===== src/rtl/rdpipe_pkg.sv =====
package rdpipe_pkg;

  typedef enum logic [1:0] {
    ST_IDLE  = 2'd0,
    ST_ARB   = 2'd1,
    ST_ISSUE = 2'd2
  } seqState_t;

  // Control-to-datapath strobes
  typedef struct packed {
    logic load;      // capture a new command
    logic advance;   // step to the next piece
    logic enqueue;   // current piece is on the bus this cycle
  } dpStrobe_t;

  localparam logic [3:0] CMD_RD_LO    = 4'b0000;
  localparam logic [3:0] CMD_RD_HI    = 4'b0100;
  localparam logic [3:0] CBE_IDLE     = 4'hF;
  localparam logic [2:0] STATUS_START = 3'b111;

endpackage


===== src/rtl/rdpipe_ctrl.sv =====
module rdpipe_ctrl
  import rdpipe_pkg::*;
#(
  parameter int MAX_OUT = 4,
  parameter int CNT_W   = 3
) (
  input  logic             clk,
  input  logic             rstN,
  input  logic             cmdValid,
  output logic             cmdReady,
  input  logic             doneStrobe,
  input  logic             busGntN,
  input  logic [2:0]       busStatus,
  input  logic             lastPiece,
  output dpStrobe_t        strobe,
  output logic             busReqN,
  output logic             pipeN,
  output logic [CNT_W-1:0] outstanding
);

  localparam logic [CNT_W-1:0] LIMIT    = CNT_W'(MAX_OUT);
  localparam logic [CNT_W-1:0] LIMIT_M1 = CNT_W'(MAX_OUT - 1);

  seqState_t state, stateNext;
  logic [CNT_W-1:0] count;
  logic credit, startSeen, burstEnd, retire;

  assign credit    = (count < LIMIT);
  assign startSeen = !busGntN && (busStatus == STATUS_START);
  // stop the burst on the piece that fills the last credit slot
  assign burstEnd  = lastPiece || (count == LIMIT_M1);
  assign retire    = doneStrobe && ((count != '0) || strobe.enqueue);

  always_comb begin
    stateNext      = state;
    strobe         = '0;
    cmdReady       = 1'b0;
    busReqN        = 1'b1;
    pipeN          = 1'b1;
    case (state)
      ST_IDLE: begin
        cmdReady = 1'b1;
        if (cmdValid) begin
          strobe.load = 1'b1;
          stateNext   = ST_ARB;
        end
      end
      ST_ARB: begin
        busReqN = !credit;
        if (credit && startSeen) stateNext = ST_ISSUE;
      end
      ST_ISSUE: begin
        pipeN          = 1'b0;
        busReqN        = burstEnd;
        strobe.enqueue = 1'b1;
        strobe.advance = 1'b1;
        if (burstEnd) stateNext = lastPiece ? ST_IDLE : ST_ARB;
      end
      default: stateNext = ST_IDLE;
    endcase
  end

  always_ff @(posedge clk or negedge rstN) begin
    if (!rstN) begin
      state <= ST_IDLE;
      count <= '0;
    end else begin
      state <= stateNext;
      case ({strobe.enqueue, retire})
        2'b10:   count <= count + 1'b1;
        2'b01:   count <= count - 1'b1;
        default: count <= count;
      endcase
    end
  end

  assign outstanding = count;

endmodule


===== src/rtl/rdpipe_dp.sv =====
module rdpipe_dp
  import rdpipe_pkg::*;
#(
  parameter int BYTES_W     = 12,
  parameter int PIECE_QW    = 4,
  parameter int SPLIT_BYTES = 64
) (
  input  logic               clk,
  input  logic               rstN,
  input  dpStrobe_t          strobe,
  input  logic [31:3]        cmdQwAddr,
  input  logic [BYTES_W-1:0] cmdBytes,
  input  logic               cmdHiPri,
  output logic               lastPiece,
  output logic [31:0]        adOut,
  output logic               adOe,
  output logic [3:0]         cbeN
);

  localparam int QW_W = BYTES_W - 2;
  localparam logic [QW_W-1:0] PIECE = QW_W'(PIECE_QW);

  logic [28:0]     qwAddr;
  logic [QW_W-1:0] qwLeft, pieceQw, qwLoad;
  logic [BYTES_W:0] roundUp;
  logic            split, hiPri;
  logic [2:0]      lenCode;

  assign roundUp = {1'b0, cmdBytes} + (BYTES_W+1)'(7);
  assign qwLoad  = (cmdBytes == '0) ? QW_W'(1) : roundUp[BYTES_W:3];

  assign pieceQw   = (split && (qwLeft > PIECE)) ? PIECE : qwLeft;
  assign lenCode   = 3'(pieceQw - 1'b1);
  assign lastPiece = (qwLeft == pieceQw);

  always_ff @(posedge clk or negedge rstN) begin
    if (!rstN) begin
      qwAddr <= '0;
      qwLeft <= '0;
      split  <= 1'b0;
      hiPri  <= 1'b0;
    end else if (strobe.load) begin
      qwAddr <= cmdQwAddr;
      qwLeft <= qwLoad;
      split  <= (cmdBytes > BYTES_W'(SPLIT_BYTES));
      hiPri  <= cmdHiPri;
    end else if (strobe.advance) begin
      qwAddr <= qwAddr + 29'(pieceQw);
      qwLeft <= qwLeft - pieceQw;
    end
  end

  assign adOe  = strobe.enqueue;
  assign adOut = strobe.enqueue ? {qwAddr, lenCode} : 32'd0;
  assign cbeN  = !strobe.enqueue ? CBE_IDLE : (hiPri ? CMD_RD_HI : CMD_RD_LO);

endmodule


===== src/rtl/rdpipe_issuer.sv =====
module rdpipe_issuer
  import rdpipe_pkg::*;
#(
  parameter int BYTES_W     = 12,
  parameter int MAX_OUT     = 4,
  parameter int PIECE_QW    = 4,
  parameter int SPLIT_BYTES = 64,
  localparam int CNT_W      = $clog2(MAX_OUT + 1)
) (
  input  logic               clk,
  input  logic               rstN,
  input  logic               cmdValid,
  output logic               cmdReady,
  input  logic [31:0]        cmdAddr,
  input  logic [BYTES_W-1:0] cmdBytes,
  input  logic               cmdHiPri,
  input  logic               doneStrobe,
  output logic               busReqN,
  input  logic               busGntN,
  input  logic [2:0]         busStatus,
  output logic               pipeN,
  output logic [31:0]        adOut,
  output logic               adOe,
  output logic [3:0]         cbeN,
  output logic [CNT_W-1:0]   outstanding
);

  dpStrobe_t strobe;
  logic      lastPiece;
  logic      unusedAddrBits;

  assign unusedAddrBits = ^cmdAddr[2:0];

  rdpipe_ctrl #(.MAX_OUT(MAX_OUT), .CNT_W(CNT_W)) u_ctrl (
    .clk(clk), .rstN(rstN), .cmdValid(cmdValid), .cmdReady(cmdReady),
    .doneStrobe(doneStrobe), .busGntN(busGntN), .busStatus(busStatus),
    .lastPiece(lastPiece), .strobe(strobe), .busReqN(busReqN),
    .pipeN(pipeN), .outstanding(outstanding)
  );

  rdpipe_dp #(.BYTES_W(BYTES_W), .PIECE_QW(PIECE_QW), .SPLIT_BYTES(SPLIT_BYTES)) u_dp (
    .clk(clk), .rstN(rstN), .strobe(strobe), .cmdQwAddr(cmdAddr[31:3]),
    .cmdBytes(cmdBytes), .cmdHiPri(cmdHiPri), .lastPiece(lastPiece),
    .adOut(adOut), .adOe(adOe), .cbeN(cbeN)
  );

endmodule


===== config.mk =====
export PLATFORM = sky130hd
export DESIGN_NAME = rdpipe_issuer
export DESIGN_NICKNAME = d
export VERILOG_FILES = /design/src/rtl/rdpipe_pkg.sv /design/src/rtl/rdpipe_ctrl.sv /design/src/rtl/rdpipe_dp.sv /design/src/rtl/rdpipe_issuer.sv
export SDC_FILE = /design/constraint.sdc
export NUM_CORES = 1
export LEC_CHECK = 0
export BUFFER_PORTS_ARGS = -buffer_cell sky130_fd_sc_hd__buf_4
export CORE_MARGIN = 2
export CORE_UTILIZATION = 58
export CTS_CLUSTER_DIAMETER = 100
export DETAILED_ROUTE_END_ITERATION = 6
export GPL_TIMING_DRIVEN = 0
export PLACE_DENSITY = 0.87
export SYNTH_ARGS = -nofsm -noshare
export SYNTH_HDL_FRONTEND = slang
export SYNTH_SLANG_ARGS = --single-unit

===== constraint.sdc =====
create_clock -name clk -period 9 [get_ports clk]
set_input_delay 0.45 -clock clk [delete_from_list [all_inputs] [get_ports clk]]
set_output_delay 0.45 -clock clk [all_outputs]
set_load 0.03 [all_outputs]

Word-level counts from Yosys, hierarchy flattened:

Cells that the tools add are included.

* register bits after elaboration: 46
* bits of input ports: 53
* output and inout bits: 43
* word-level logic and storage cells: 60

* $add $sub $neg: 6
* order comparisons: 3
* eq/ne operators: 10
* mux-type cells: 21
* reduce and logical (&&, ||, !) cells: 14

Operators with widths (count)
* $mux W29: 2
* $mux W10: 4
* $mux W32: 1
* $add A29 B10 Y29: 1
* $add A12 B3 Y13 const B: 1
* $gt A12 B7 Y1 const B: 1
* $logic_not A12 Y1: 1
* $eq A10 B10 Y1: 1
* $gt A10 B3 Y1 const B: 1
* $sub A10 B10 Y10: 1
* $mux W2: 4
* $pmux W2 S3: 1
* $pmux W3 S2: 1
* $sub A3 B1 Y3 const B: 2
* $mux W1: 5
* $eq A2 B1 Y1 const B: 2
* $eq A2 B2 Y1 const B: 2
* $logic_and A1 B1 Y1: 4
* $mux W4: 1
* $ne A2 B1 Y1 const B: 2
* $reduce_bool A2 Y1: 2
* $add A3 B1 Y3 const B: 1
* $eq A3 B2 Y1 const B: 1
* $eq A3 B3 Y1 const B: 1
* 9 further kinds: 11

Logic depth before layout (Yosys ltp):

Gate-level depths: netlist (run 1).

* depth after elaboration: 7
* gate-level depth with buffers: 13
* gate-level depth less buffers: 12

Hierarchy:

A second synthesis (run 1) with hierarchy kept.

* cells, all modules: 466
* area, all modules: 3867.5 µm²

By module, submodules not included
* rdpipe_dp: times used 1, cells each 427, area each 3458.3 µm²
* rdpipe_ctrl: times used 1, cells each 39, area each 409.1 µm²

Worst setup path after synthesis (run 1):

No wires, ideal clock.

* path kind: reg-to-reg
* start: reg u_ctrl.state[0]
* end: reg u_ctrl.count[2] (netlist: u_ctrl.outstanding[2])
* setup time: 81 ps
* arrival: 2974 ps
* required time: 8919 ps
* setup slack: 5945 ps
* stages on the path, launching flop included: 13
* buffers on the path: 3
* clock period less this slack: 3055 ps
* cell sequence: dfrtp_1 inv_1 ha_1 clkbuf_8 inv_1 clkbuf_1 buf_1 ha_1 inv_1 fa_1 xor2_1 nor2_1 xor2_1

* cells in the longest elaborated chain, start to end: 6
* elaborated cells between the ends (all ways): 8
* those cells by class: eq/ne: 3; mux: 2; reduce/logical: 3

RTL lines
* start: declaration: RTL line rdpipe_ctrl.sv:24 `seqState_t state, stateNext;`
* start signal: assignment: RTL line rdpipe_ctrl.sv:68 `state <= stateNext;`
* $eq A2 B2 Y1 *: RTL line rdpipe_ctrl.sv:40 `case (state)`
* $mux W2 *: RTL line rdpipe_ctrl.sv:40
* named net adOe: RTL line rdpipe_issuer.sv:23 `output logic adOe,`
* $logic_or A1 B1 Y1: RTL line rdpipe_ctrl.sv:32 `assign retire = doneStrobe && ((count != '0) || strobe.enqueue);`
* $logic_and A1 B1 Y1: RTL line rdpipe_ctrl.sv:32
* $eq A2 B1 Y1 / $eq A2 B2 Y1 (equally long branches): RTL line rdpipe_ctrl.sv:69 `case ({strobe.enqueue, retire})`
* $pmux W3 S2 / $reduce_bool A2 Y1 (equally long branches)
* end signal: assignment: RTL line rdpipe_ctrl.sv:70 `2'b10: count <= count + 1'b1;`
* end signal: assignment: RTL line rdpipe_ctrl.sv:71 `2'b01: count <= count - 1'b1;`
* end signal: assignment: RTL line rdpipe_ctrl.sv:72 `default: count <= count;`
* end: declaration: RTL line rdpipe_ctrl.sv:25 `logic [CNT_W-1:0] count;`

Mark *: on every way through the listed nets, which the timed path passes. The rest lies on a longest branch.
A chain may end at the register's enable or synchronous reset.

Worst setup path in the final report (run 1):

* start: reg u_dp.qwLeft[1]
* end: reg u_dp.qwAddr[14]

* cells in the longest elaborated chain, start to end: 6

RTL lines
* start: declaration: RTL line rdpipe_dp.sv:24 `logic [QW_W-1:0] qwLeft, pieceQw, qwLoad;`
* start signal: assignment: RTL line rdpipe_dp.sv:44 `qwLeft <= qwLoad;`
* start signal: assignment: RTL line rdpipe_dp.sv:49 `qwLeft <= qwLeft - pieceQw;`
* $gt A10 B3 Y1: RTL line rdpipe_dp.sv:32 `assign pieceQw = (split && (qwLeft > PIECE)) ? PIECE : qwLeft;`
* $logic_and A1 B1 Y1: RTL line rdpipe_dp.sv:32
* $mux W10 *: RTL line rdpipe_dp.sv:32
* $add A29 B10 Y29 *: RTL line rdpipe_dp.sv:48 `qwAddr <= qwAddr + 29'(pieceQw);`
* $mux W29 *: RTL line rdpipe_dp.sv:47 `end else if (strobe.advance) begin`
* $mux W29 *: RTL line rdpipe_dp.sv:42 `end else if (strobe.load) begin`
* end signal: assignment: RTL line rdpipe_dp.sv:43 `qwAddr <= cmdQwAddr;`
* end signal: assignment: RTL line rdpipe_dp.sv:48
* end: declaration: RTL line rdpipe_dp.sv:23 `logic [28:0] qwAddr;`

Mark *: on every way between the ends. The rest lies on a longest branch, timed or not. The select of a mux whose other input is x is not followed.

==> results.sh, run 1 <==
export IMPL_grt_use_total_pct=29.3
export IMPL_antenna_left=0
export IMPL_grt_max_degree=47
export IMPL_slew_headroom_pct=47.0
export IMPL_cts_sinks=46
export IMPL_cts_root_buf="clkbuf_8"
export IMPL_overflow=0
export IMPL_slew_viol_final=0
export IMPL_mappedNetlistNets=524
export IMPL_routed_wl_mm=10.6
export IMPL_min_period_ns=3.48
export IMPL_cp_data_required_time_ns=9.24
export IMPL_fillers=500
export IMPL_p_int_w=0.000746
export IMPL_grt_pass1_vias=3699
export IMPL_cap_violations=0
export IMPL_hold_viol_final=0
export IMPL_power_density_nw_per_um2=320
export IMPL_clockBufferDepth=2
export IMPL_core_um2=6280
export IMPL_gp_congestion=0.917
export IMPL_critPathSlowestCell="dfrtp_1"
export IMPL_p_seq_share_pct=28.1
export IMPL_synth_distinct_cells=69
export IMPL_start_util_pct=59.4
export IMPL_grt_setup_unrepaired="no"
export IMPL_r2r_end="u_dp.qwAddr[14]"
export IMPL_slowest_delay_ns=0.52
export IMPL_reg2reg_from="u_dp.qwLeft[1]"
export IMPL_numCtsBuffers=5
export IMPL_wl_per_cell_um=16.8
export IMPL_chipWidth_um=84.2
export IMPL_antenna_found_initial=0
export IMPL_crit_type="register to register"
export IMPL_drive_gt1_share_pct=23.6
export IMPL_cpMostUsedCell="a41o_1"
export IMPL_drt_pass1_iterations=5
export IMPL_critPathArrivalTime_ns=3.72
export IMPL_fin_nets=622
export IMPL_crit_path_start_kind="register"
export IMPL_max_freq_mhz=287
export IMPL_worst_path_buf_inv=2
export IMPL_finalCritPeriodShare_pct=38.7
export IMPL_vias_per_cell=5.98
export IMPL_cts_max_level=2
export IMPL_finalSetupViolations=0
export IMPL_synth_ff_type="dfrtp_1"
export IMPL_io_pins=96
export IMPL_drc=0
export IMPL_rows=29
export IMPL_drtIter0Drc=297
export IMPL_post_cts_buffers=0
export IMPL_p_leak_nw=2.08
export IMPL_dp_hpwl_mm=7.90
export IMPL_p_comb_share_pct=61.0
export IMPL_r2r_slack_ns=5.52
export IMPL_syn_to_final_growth_pct=23.9
export IMPL_fp_dieH_um=84.2
export IMPL_final_common_cell="buf_4"
export IMPL_p_sw_w=0.000729
export IMPL_min_path_type="primary input to asynchronous set/reset pin"
export IMPL_critPathTopFamily="compound AO/OA/AOI/OAI gates"
export IMPL_peakVddDrop_uv=218
export IMPL_worst_pin_slew_ns=0.795
export IMPL_cts_tree="yes"
export IMPL_synth_area_per_cell_um2=8.26
export IMPL_final_cell_mix="buf_4, nand2_1, o21ai_0"
export IMPL_syn_cell_area_um2=3730
export IMPL_cp_end_kind="register"
export IMPL_n_antenna_cell=0
export IMPL_synth_seq_cells=46
export IMPL_worstPathCellList="o21ai_1 > a41o_1 > buf_2 > nand2_1 > inv_1 > ha_1 > fa_1 > a211oi_1 > o211ai_2 > a41o_1 > and3_2 > xnor2_1 > o21ai_0"
export IMPL_status="complete, no violations"
export IMPL_synth_edff_count=0
export IMPL_post_route_util_pct=73.5
export IMPL_grt_pass1_wl_mm=16.9
export IMPL_clk_insertion_delay_late_ns=0.32
export IMPL_path_clk_slew_ns=0.10
export IMPL_tns_ns=0
export IMPL_ff2ff_path_depth=13
export IMPL_detailroute_via_count=3751
export IMPL_crit_fanout=10
export IMPL_io_buffers=91
export IMPL_swShare_pct=49.4
export IMPL_die_area_um2=7080
export IMPL_p_clk_share_pct=11.0
export IMPL_yosys_warnings=0
export IMPL_synth_cells=451
export IMPL_cts_resized=0
export IMPL_async_flop_share_pct=100
export IMPL_cts_hold_buffers_added=0
export IMPL_clock_skew_ns=0.0127
export IMPL_seq_area_frac_synth_pct=30.9
[cell usage after synthesis, types with 4 or more instances]
cell	count	share of area, %
nor2b_1	4	0.67
nand2_1	53	5.3
nor3_1	6	0.81
dfrtp_1	46	31
inv_1	17	1.7
a211oi_1	9	1.8
nand3_1	13	1.7
xnor2_1	21	4.9
or3_1	4	0.67
clkbuf_1	16	1.6
and2_1	29	4.9
a31oi_1	4	0.67
buf_4	4	0.81
a21oi_1	24	3.2
mux2i_1	7	1.9
o21ai_0	49	6.6
ha_1	18	6.0
nor2_1	33	3.3
a21o_1	4	0.81
and3_1	9	1.5
xor2_1	9	2.1
[worst max path at each step]
| stage | from | slack [ns] | to | cells past startpoint |
|---|---|---|---|---|
| finish | u_dp.qwLeft[1] | 5.52 | u_dp.qwAddr[14] | 13 |
| global route | u_dp.qwLeft[1] | 5.31 | u_dp.qwAddr[14] | 13 |
| CTS | u_dp.qwLeft[1] | 5.57 | u_dp.qwAddr[14] | 13 |
| detailed placement | u_dp.qwLeft[1] | 5.59 | u_dp.qwAddr[14] | 13 |
| global placement | u_dp.qwLeft[1] | 5.69 | u_dp.qwAddr[14] | 13 |
| floorplan | u_ctrl.state[0] | 5.95 | u_ctrl.outstanding[2] | 12 |
[cell type report]
class	instances	area, um^2	share of cell area [%]
inverters	17	63.8	1.38
flip-flops and latches	46	1150	24.9
clock buffers	6	72.6	1.57
clock inverters	2	37.5	0.813
well taps	77	96.3	2.09
plain buffers	26	131	2.85
repair buffers	91	683	14.8
multi-input cells	362	2380	51.6
[worst register-to-register path, cell delays in order (launching register included)]
cell      delay, ns
dfrtp_1        0.52
o21ai_1        0.13
a41o_1         0.25
buf_2          0.18
nand2_1        0.11
inv_1          0.06
ha_1           0.23
fa_1           0.45
a211oi_1       0.46
o211ai_2       0.19
a41o_1         0.34
and3_2         0.23
xnor2_1        0.11
o21ai_0        0.16
[metal layers]
layer | wire length (um) | vias to the layer above | GRT usage (%)
li1 | - | 1786 | -
met1 | 4290 | 1766 | 37.3
met2 | 5200 | 173 | 50.6
met3 | 799 | 26 | 3.34
met4 | 268 | 0 | 12.0
met5 | 0 | - | 0
[power groups by stage]
stage | clock network [W] | registers (W) | logic [W]
floorplan | 0 | 0.000396 | 0.000626
global placement | 0 | 0.000405 | 0.000864
detailed placement | 0 | 0.000414 | 0.000888
CTS | 0.000161 | 0.000410 | 0.000892
global route | 0.000169 | 0.000429 | 0.000973
finish | 0.000162 | 0.000414 | 0.000900
[cell families after synthesis]
kind of cell / after synthesis / share of synthesized area [%]
other: 1 / 0.101
AOI/OAI and AO/OA: 127 / 22.6
muxes: 9 / 2.48
adders and majority gates: 20 / 7.12
DFF: 46 / 30.9
buffers and inverters: 43 / 5.24
and+or+nand+nor: 175 / 24.5
xor gates and xnor gates: 30 / 7.05
[stage by stage]
stage                     setup WS, ns  hold WS (ns)  cell area [um^2]  total power (W)  cells
after floorplan                   5.95         0.154              3730          0.00102    451
after global placement            5.69         0.450              4510          0.00127    619
after detailed placement          5.59         0.466              4510          0.00130    619
after CTS                         5.57         0.165              4620          0.00146    627
after global routing              5.31         0.190              4620          0.00157    627
final                             5.52         0.144              4620          0.00148    627
[sequential cells by signal, indices dropped and copies added (netlist names)]
| signal | flops |
|---|---|
| u_ctrl.outstanding | 3 |
| u_ctrl.state | 2 |
| u_dp.hiPri | 1 |
| u_dp.qwAddr | 29 |
| u_dp.qwLeft | 10 |
| u_dp.split | 1 |
(Power assumes the default switching activity.)
==> run 2, diff against run 1 <==
--- a/config.mk
+++ b/config.mk
@@ -7,11 +7,11 @@
 export LEC_CHECK = 0
 export BUFFER_PORTS_ARGS = -buffer_cell sky130_fd_sc_hd__buf_4
 export CORE_MARGIN = 2
-export CORE_UTILIZATION = 58
+export CORE_UTILIZATION = 54
 export CTS_CLUSTER_DIAMETER = 100
 export DETAILED_ROUTE_END_ITERATION = 6
 export GPL_TIMING_DRIVEN = 0
-export PLACE_DENSITY = 0.87
+export PLACE_DENSITY = 0.82
 export SYNTH_ARGS = -nofsm -noshare
 export SYNTH_HDL_FRONTEND = slang
 export SYNTH_SLANG_ARGS = --single-unit
==> constraint.sdc (replaced) <==
create_clock -name clk -period 3.5 [get_ports clk]
set_input_delay 0.175 -clock clk [delete_from_list [all_inputs] [get_ports clk]]
set_output_delay 0.175 -clock clk [all_outputs]
set_load 0.03 [all_outputs]
==> run 2 against run 1 <==
Net effect:
- design area stayed put
- critical path depth stayed put
- cell count increased by 0.64%
- clock-buffer cell count fell by 1
- core utilization down 4.8 points
- sequential share of layout area unchanged
- via count decreased by 0.91%
- first-iteration DRC count down 23%
- clock skew decreased by 0.0048 ns
- combinational power grew to 2.6 times the previous value
- clock power is 110% higher
==> results.sh, run 2 (synthesis gave the netlist of run 1 again) <==
export IMPL_chipWidth_um=87.1
export IMPL_io_pins=96
export IMPL_tns_ns=0
export IMPL_cts_root_buf="clkbuf_8"
export IMPL_power_density_nw_per_um2=807
export IMPL_vias_per_cell=5.89
export IMPL_p_clk_share_pct=9.3
export IMPL_crit_type="register to register"
export IMPL_numCtsBuffers=5
export IMPL_final_common_cell="buf_4"
export IMPL_overflow=0
export IMPL_syn_to_final_growth_pct=23.9
export IMPL_min_path_type="primary input to register"
export IMPL_slew_viol_final=0
export IMPL_cts_tree="yes"
export IMPL_min_period_ns=3.36
export IMPL_die_area_um2=7580
export IMPL_critPathSlowestCell="dfrtp_1"
export IMPL_swShare_pct=50.3
export IMPL_top_register="u_dp.qwAddr"
export IMPL_grt_pass1_vias=3472
export IMPL_antenna_left=0
export IMPL_wl_per_cell_um=16.7
export IMPL_cpMostUsedCell="a41o_1"
export IMPL_largest_reg_flops=29
export IMPL_core_um2=6720
export IMPL_drc=0
export IMPL_fin_nets=623
export IMPL_max_freq_mhz=298
export IMPL_n_antenna_cell=0
export IMPL_slowest_delay_ns=0.51
export IMPL_io_buffers=91
export IMPL_dp_hpwl_mm=7.89
export IMPL_drive_gt1_share_pct=24.1
export IMPL_path_clk_slew_ns=0.10
export IMPL_crit_path_start_kind="register"
export IMPL_worstPathCellList="o21ai_1 > a41o_1 > buf_2 > nand2_1 > inv_1 > ha_1 > fa_1 > a211oi_2 > o211ai_2 > a41o_1 > and3_2 > xnor2_1 > o21ai_0"
export IMPL_detailroute_via_count=3717
export IMPL_worst_pin_slew_ns=0.873
export IMPL_p_comb_share_pct=62.1
export IMPL_drtIter0Drc=229
export IMPL_peakVddDrop_uv=446
export IMPL_p_leak_nw=2.08
export IMPL_p_int_w=0.00185
export IMPL_cp_end_kind="register"
export IMPL_drt_pass1_iterations=5
export IMPL_finalSetupViolations=0
export IMPL_grt_use_total_pct=28.0
export IMPL_place_inst=622
export IMPL_slew_headroom_pct=41.8
export IMPL_gp_congestion=0.923
export IMPL_clock_skew_ns=0.00791
export IMPL_post_route_util_pct=68.7
export IMPL_grt_max_degree=47
export IMPL_multiInputGateArea_um2=2390
export IMPL_rows=30
export IMPL_p_seq_share_pct=28.6
export IMPL_post_cts_buffers=0
export IMPL_crit_fanout=10
export IMPL_seq_area_um2=1150
export IMPL_status="complete, no violations"
export IMPL_grt_setup_unrepaired="no"
export IMPL_critPathArrivalTime_ns=3.58
export IMPL_cp_data_required_time_ns=3.72
export IMPL_clockBufferDepth=2
export IMPL_instances_no_fill=631
export IMPL_fillers=567
export IMPL_fp_dieH_um=87.1
export IMPL_finalCritPeriodShare_pct=95.9
export IMPL_cts_max_level=2
export IMPL_hold_viol_final=0
export IMPL_grt_pass1_wl_mm=16.6
export IMPL_cts_sinks=46
export IMPL_clk_insertion_delay_late_ns=0.31
export IMPL_cap_violations=0
export IMPL_start_util_pct=55.5
export IMPL_routed_wl_mm=10.5
export IMPL_antenna_found_initial=0
export IMPL_p_sw_w=0.00187
export IMPL_final_cell_mix="buf_4, nand2_1, o21ai_0"
run 2: changes by cell type in the layout (fill, tap and decap cells not counted):
cell,change
clkbuf_2,+1
a211oi_1,-1
clkinv_4,+1
a211oi_2,+1
bufinv_16,-1
clkinv_2,+1
dlygate4sd3_1,+1
buf_1,-1
clkbuf_1,-1
run 2: cell type report:
cell class / count / share of cell area (%)
Buffer: 26 / 2.87
Clock buffer: 5 / 1.49
Clock inverter: 3 / 0.461
Inverter: 17 / 1.38
Multi-Input combinational cell: 362 / 51.7
Sequential cell: 46 / 24.9
Tap cell: 80 / 2.17
Timing Repair Buffer: 92 / 15.0
run 2: path summary, 6_finish.rpt:
kind,start,end,slack (ns),cells after the start
max,u_dp.qwLeft[1],u_dp.qwAddr[14],0.14,13
min,cmdHiPri,u_dp.hiPri,0.06,3
max reg2reg,u_dp.qwLeft[1],u_dp.qwAddr[14],0.14,13
min reg2reg,u_dp.hiPri,u_dp.hiPri,0.47,2
max in group asynchronous,rstN,u_dp.qwLeft[2],2.64,2
min in group asynchronous,rstN,u_dp.qwAddr[4],0.41,2
run 2: stage by stage:
stage                     worst slack, ns  total power (W)  cell area, um^2  hold slack, ns
after CTS                          0.0684          0.00370             4610          0.0595
after detailed placement           0.0874          0.00335             4510           0.228
after global placement              0.203          0.00328             4510           0.226
final                               0.143          0.00373             4620          0.0600
after global routing               0.0370          0.00400             4620          0.0652
after floorplan                     0.445          0.00263             3730          -0.121
run 2: power groups by stage:
stage	logic, W	registers [W]	clock network [W]
after floorplan	0.00161	0.00102	0
after global placement	0.00224	0.00105	0
after detailed placement	0.00229	0.00107	0
after CTS	0.00229	0.00106	0.000350
after global routing	0.00253	0.00110	0.000369
final	0.00231	0.00107	0.000346
run 2: routing by layer:
layer / part of all wire (%) / vias to the layer above / track usage, % / wire (um)
li1: - / 1787 / - / -
met1: 42 / 1775 / 35.3 / 4470
met2: 50 / 139 / 48.9 / 5250
met3: 6.1 / 16 / 3.98 / 643
met4: 1.6 / 0 / 9.09 / 170
met5: 0 / - / 0 / 0
run 2: what timing repair did:
item,4_1_cts,5_1_grt
resized for setup,0,3
endpoints found under the setup margin,0,10
hold buffers,1,0
endpoints found under the hold margin,46,0
run 2: worst max-delay path, delay by kind of cell, from the launching register on:
family	cells	cell delay [ns]
compound gates	6	1.36
xor+xnor	1	0.11
fa+ha+maj	2	0.69
buf+inv	2	0.26
flops	1	0.51
simple gates	2	0.34
